File: src/rtl/par_out_pkg.sv
package par_out_pkg;
  localparam int unsigned SEL_W = 2;

  typedef enum logic {
    TS_IDLE = 1'b0,
    TS_RESP = 1'b1
  } tstate_e;

  localparam logic [SEL_W-1:0] OFF_DATA = 2'd0;
  localparam logic [SEL_W-1:0] OFF_STAT = 2'd1;
endpackage

File: src/rtl/par_out_dec.sv
module par_out_dec
  import par_out_pkg::*;
#(
  parameter int unsigned ADDR_W = 32,
  parameter logic [ADDR_W-1:0] BASE_ADDR = '0
) (
  input  logic [ADDR_W-1:0] addr_i,
  output logic              hit_o,
  output logic [SEL_W-1:0]  sel_o
);
  localparam int unsigned TAG_W = ADDR_W - SEL_W;
  localparam logic [TAG_W-1:0] BASE_TAG = BASE_ADDR[ADDR_W-1:SEL_W];

  assign hit_o = (addr_i[ADDR_W-1:SEL_W] == BASE_TAG);
  assign sel_o = addr_i[SEL_W-1:0];
endmodule

File: src/rtl/par_out_fsm.sv
module par_out_fsm
  import par_out_pkg::*;
(
  input  logic clk_i,
  input  logic rst_ni,
  input  logic hit_i,
  output logic go_o
);
  tstate_e state_q, state_d;

  always_comb begin
    state_d = state_q;
    unique case (state_q)
      TS_IDLE: if (hit_i) state_d = TS_RESP;
      TS_RESP: state_d = TS_IDLE; // one cycle, match ignored
      default: state_d = TS_IDLE;
    endcase
  end

  always_ff @(posedge clk_i or negedge rst_ni) begin
    if (!rst_ni) state_q <= TS_IDLE;
    else         state_q <= state_d;
  end

  assign go_o = (state_q == TS_RESP);
endmodule

File: src/rtl/par_out_reg.sv
module par_out_reg #(
  parameter int unsigned DATA_W = 8
) (
  input  logic              clk_i,
  input  logic              rst_ni,
  input  logic              load_i,
  input  logic [DATA_W-1:0] wdata_i,
  input  logic              idle_i,
  output logic [DATA_W-1:0] pdata_o,
  output logic              valid_o
);
  logic [DATA_W-1:0] data_q;
  logic              valid_q;

  always_ff @(posedge clk_i or negedge rst_ni) begin
    if (!rst_ni) begin
      data_q  <= '0;
      valid_q <= 1'b0;
    end else begin
      if (load_i) data_q <= wdata_i;
      // load has priority over the peripheral's idle pulse
      if (load_i)      valid_q <= 1'b1;
      else if (idle_i) valid_q <= 1'b0;
    end
  end

  assign pdata_o = data_q;
  assign valid_o = valid_q;
endmodule

File: src/rtl/par_out_rdmux.sv
module par_out_rdmux
  import par_out_pkg::*;
#(
  parameter int unsigned DATA_W = 8
) (
  input  logic              rd_en_i,
  input  logic [SEL_W-1:0]  sel_i,
  input  logic              valid_i,
  output logic [DATA_W-1:0] rdata_o
);
  logic [DATA_W-1:0] stat_word;

  generate
    if (DATA_W > 1) begin : g_pad
      assign stat_word = {{(DATA_W-1){1'b0}}, ~valid_i};
    end else begin : g_nopad
      assign stat_word = ~valid_i;
    end
  endgenerate

  always_comb begin
    rdata_o = '0;
    if (rd_en_i && sel_i == OFF_STAT) rdata_o = stat_word;
  end
endmodule

File: src/rtl/par_out_port.sv
module par_out_port
  import par_out_pkg::*;
#(
  parameter int unsigned ADDR_W = 32,
  parameter int unsigned DATA_W = 8,
  parameter logic [ADDR_W-1:0] BASE_ADDR = 32'h4000_1000
) (
  input  logic              clk_i,
  input  logic              rst_ni,
  input  logic [ADDR_W-1:0] addr_i,
  input  logic              rw_i,
  input  logic [DATA_W-1:0] wdata_i,
  output logic [DATA_W-1:0] rdata_o,
  output logic              slave_rdy_o,
  output logic [DATA_W-1:0] pdata_o,
  output logic              valid_o,
  input  logic              idle_i
);
  logic             hit;
  logic [SEL_W-1:0] sel;
  logic             go;
  logic             load;
  logic             rd_en;

  par_out_dec #(
    .ADDR_W   (ADDR_W),
    .BASE_ADDR(BASE_ADDR)
  ) i_dec (
    .addr_i(addr_i),
    .hit_o (hit),
    .sel_o (sel)
  );

  par_out_fsm i_fsm (
    .clk_i (clk_i),
    .rst_ni(rst_ni),
    .hit_i (hit),
    .go_o  (go)
  );

  assign load  = go & ~rw_i & (sel == OFF_DATA);
  assign rd_en = go & rw_i;

  par_out_reg #(
    .DATA_W(DATA_W)
  ) i_reg (
    .clk_i  (clk_i),
    .rst_ni (rst_ni),
    .load_i (load),
    .wdata_i(wdata_i),
    .idle_i (idle_i),
    .pdata_o(pdata_o),
    .valid_o(valid_o)
  );

  par_out_rdmux #(
    .DATA_W(DATA_W)
  ) i_rdmux (
    .rd_en_i(rd_en),
    .sel_i  (sel),
    .valid_i(valid_o),
    .rdata_o(rdata_o)
  );

  assign slave_rdy_o = go;
endmodule

File: config.mk
export PLATFORM = sky130hd
export DESIGN_NAME = par_out_port
export DESIGN_NICKNAME = d
export VERILOG_FILES = /design/src/rtl/par_out_pkg.sv /design/src/rtl/par_out_dec.sv /design/src/rtl/par_out_fsm.sv /design/src/rtl/par_out_reg.sv /design/src/rtl/par_out_rdmux.sv /design/src/rtl/par_out_port.sv
export SDC_FILE = /design/constraint.sdc
export NUM_CORES = 1
export LEC_CHECK = 0
export BUFFER_PORTS_ARGS = -buffer_cell sky130_fd_sc_hd__buf_2
export CAP_MARGIN = 15
export CORE_MARGIN = 1.5
export CORE_UTILIZATION = 30
export CTS_BUF_LIST = sky130_fd_sc_hd__clkbuf_8
export CTS_CLUSTER_DIAMETER = 200
export CTS_CLUSTER_SIZE = 20
export DETAILED_ROUTE_END_ITERATION = 16
export GPL_ROUTABILITY_DRIVEN = 0
export PLACE_DENSITY = 0.82
export SYNTH_ARGS = -nofsm -noshare
export SYNTH_HDL_FRONTEND = slang
export SYNTH_SLANG_ARGS = --single-unit
File: constraint.sdc
create_clock -name clk_i -period 1.3 [get_ports clk_i]
set_clock_uncertainty 0.05 [all_clocks]
set_input_delay 0.13 -clock clk_i [delete_from_list [all_inputs] [get_ports clk_i]]
set_output_delay 0.13 -clock clk_i [all_outputs]
set_load 0.02 [all_outputs]
==> flow_summary_export.csv <==
group,metric,value,unit
run_status,status,"finished, violations left",
run_status,violations,"design-rule violations",
detailed_routing,top_layer,"met4",
detailed_routing,via_per_inst,4.52,
run,cap_violations,0,
clock_tree,cts.sinks,10,
setup_path,worstPathRequired,1.36,ns
detailed_routing,ant_nets,0,
floorplanning,die_h,44.6,um
global_routing,antenna_found_initial,0,
floorplanning,die_x,44.6,um
worst_hold_path,min_to,"i_reg.pdata_o[6]",
setup_path,path_max_fanout,9,
finish,n_antenna_cell,0,
yosys,syn_inst,43,
sta,setup_violations,0,
global_routing,track_usage,15.6,%
worst_hold_path,hold_start,"wdata_i[6]",
clock_tree,root_buffer,"clkbuf_8",
power,p_leak,0.512,nW
finish,multi_input_area,234,um2
clock_tree,insertion_delay,0.23,ns
finish,area_growth_syn_to_layout,66.4,%
floorplanning,io_pins,62,
clock_tree,cts_tree,"done",
setup_path,ff2ff_setup_slack,0.05,ns
finish,register_area,251,um2
yosys,ys_ff_latch,10,
finish,fillers,145,
clock_tree,ctsHtreeMaxLevel,1,
sta,finalHoldViolCount,0,
clock_tree,cts-buffers-inserted,3,
setup_path,r2r-end,"i_reg.pdata_o[3]",
placed_design,post-dp-hpwl,1.16,mm
sta,fin_crit_sh,95.9,%
detailed_routing,wl,1.38,mm
detailed_routing,drt_first_iter_violations,8,
yosys,synth_area_per_cell,12.0,um2
detailed_routing,wl_met2,731,um
finish,final_nets,148,
detailed_routing,drc,3,
floorplanning,core_area,1560,um2
setup_path,cp-end-kind,"flip-flop",
sta,fmax,0.802,GHz
finish,fin_cells,119,
worst_hold_path,min_path_cells,2,
placed_design,numPortBuffers,54,
floorplanning,die-area,1990,um2
power,power.density,837,nW/um2
floorplanning,start_util,33.2,%
yosys,synth_warnings,0,
detailed_routing,wl_met1,523,um
yosys,synth_cell_types,14,
clock_tree,ctsLongestPathBuffers,2,
clock_tree,cts.clk_slew.worst_paths,0.04,ns
setup_path,arrival,1.31,ns
detailed_routing,drt_first_pass_iters,9,
global_routing,grt_max_degree,11,
sta,rsz0062_at_grt,"no",
setup_path,crit_chain,"nand2b_4 > nor3_4 > buf_12 > mux2_2",
setup_path,startpoint_type,"flip-flop",
setup_path,r2r_start,"i_fsm.go_o",
sta,min_period,1.25,ns
power,power,0.000722,W
global_routing,grt_overflow,0,
detailed_routing,wl_met3,95,um
setup_path,cp_top_family,"flip-flops",
yosys,synth_area,518,um2
setup_path,crit_type,"reg -> reg",
setup_path,slowest_stage,"dfrtp_2",
setup_path,slowest_delay,0.38,ns
detailed_routing,wl_per_cell,11.6,um
finish,final_util,55.3,%
finish,drive_above_1_share,68.9,%
placed_design,post-place-cells,113,
setup_path,crit_buf_inv,1,
sta,hold_slack,0.0830,ns
global_routing,grt_pass1_vias,554,
yosys,ys_seq_area_share,48.3,%
power,ir_drop,516,uV
sta,drv_slew,0,
sta,setup_tns,0,ns
setup_path,ff2ff_path_depth,4,
floorplanning,num_rows,14,
global_routing,grt_pass1_wl,2.19,mm
detailed_routing,vias,538,
worst_hold_path,hp-class,"in -> reg",
## cells by family (layout without fill, tap and decap cells)
logic type | after synthesis | count (layout) | synth area share (%)
AND/OR/NAND/NOR | 15 | 15 | 21.0
AO/OA/AOI/OAI | 1 | 1 | 1.69
buffers and inverters | 8 | 62 | 10.9
multiplexers | 8 | 8 | 17.4
flip-flops | 10 | 10 | 48.3
other | 1 | 7 | 0.724
## how the worst max path moves through the flow
stage	from	end	slack, ns	cells past startpoint
5_1_grt	i_fsm.go_o	i_fsm.go_o	0.003	4
4_1_cts	i_fsm.go_o	i_reg.pdata_o[3]	0.04	4
3_5_place_dp	i_fsm.go_o	i_reg.pdata_o[3]	-0.02	4
3_3_place_gp	i_fsm.go_o	i_reg.pdata_o[6]	0.02	4
2_1_floorplan	i_fsm.go_o	i_reg.pdata_o[0]	-0.09	3
6_report	i_fsm.go_o	i_reg.pdata_o[3]	0.05	4
## what timing repair did
| action | CTS | global route |
|---|---|---|
| hold endpoints to repair | 10 | 0 |
| cloned | 0 | 0 |
| setup endpoints to repair | 8 | 3 |
| buffers inserted | 0 | 1 |
| pin swaps | 1 | 0 |
| hold buffers | 1 | 0 |
| resized for setup | 0 | 0 |
## Yosys cell counts
cell type | instances | area, um2
dfrtp_1 | 10 | 250
nor4b_1 | 2 | 17.5
nor3_4 | 1 | 16.3
nand2_1 | 1 | 3.75
inv_1 | 1 | 3.75
nor3_1 | 2 | 10.0
a21o_2 | 1 | 8.76
nand2b_4 | 1 | 13.8
conb_1 | 1 | 3.75
buf_4 | 7 | 52.6
nor2_1 | 1 | 3.75
nor4_1 | 5 | 31.3
mux2_2 | 8 | 90.1
nand4_1 | 2 | 12.5
## per-layer routing
layer	global-route usage, %	vias to the layer above
li1	-	262
met1	15.2	247
met2	28.4	25
met3	7.35	4
met4	5.45	0
met5	0	-
## state kept, by name (all words and copies together) (netlist names)
name,count
i_fsm.go_o,1
i_reg.pdata_o,8
i_reg.valid_o,1
## layout by cell type, fill, tap and decap left out
master         Yosys  layout
buf_4              7       1
nor3_1             2       2
dfrtp_1           10       9
nor2_1             1       1
a21o_2             1       1
nand4_1            2       2
nand2_1            1       1
nor4b_1            2       2
nor4_1             5       5
buf_12             0       1
conb_1             1       7
nor3_4             1       1
mux2_2             8       8
inv_1              1       2
clkbuf_8           0       3
nand2b_4           1       1
buf_2              0      54
dlygate4sd3_1      0       1
dfrtp_2            0       1
## per-stage QoR
stage	setup slack, ns	instance area [um2]
after detailed placement	-0.0202	800
after global routing	0.00304	862
final	0.0529	862
after floorplan	-0.0870	542
after CTS	0.0366	855
after global placement	0.0162	800
## cell type report
type                       instances  area share [%]
clock buffer                       3            4.79
clock inverter                     1           0.435
inverter                           1           0.435
multi-input combinational         31            27.1
sequential                        10            29.2
tap                               16            2.32
timing repair buffer              57            35.7
## power breakdown
part | total, W | switching [W] | internal (W)
clock network | 0.000308 | 0.000103 | 0.000205
logic | 0.000101 | 0.0000478 | 0.0000529
registers | 0.000312 | 0.00000000000108 | 0.000312
total | 0.000722 | 0.000151 | 0.000570
## worst reg2reg max path: cells and delay by family, from the launching register on
kind | cells | cell delay, ns
flops | 1 | 0.38
mux | 1 | 0.33
simple gates | 2 | 0.21
buf+inv | 1 | 0.15
(Power assumes the default switching activity.)
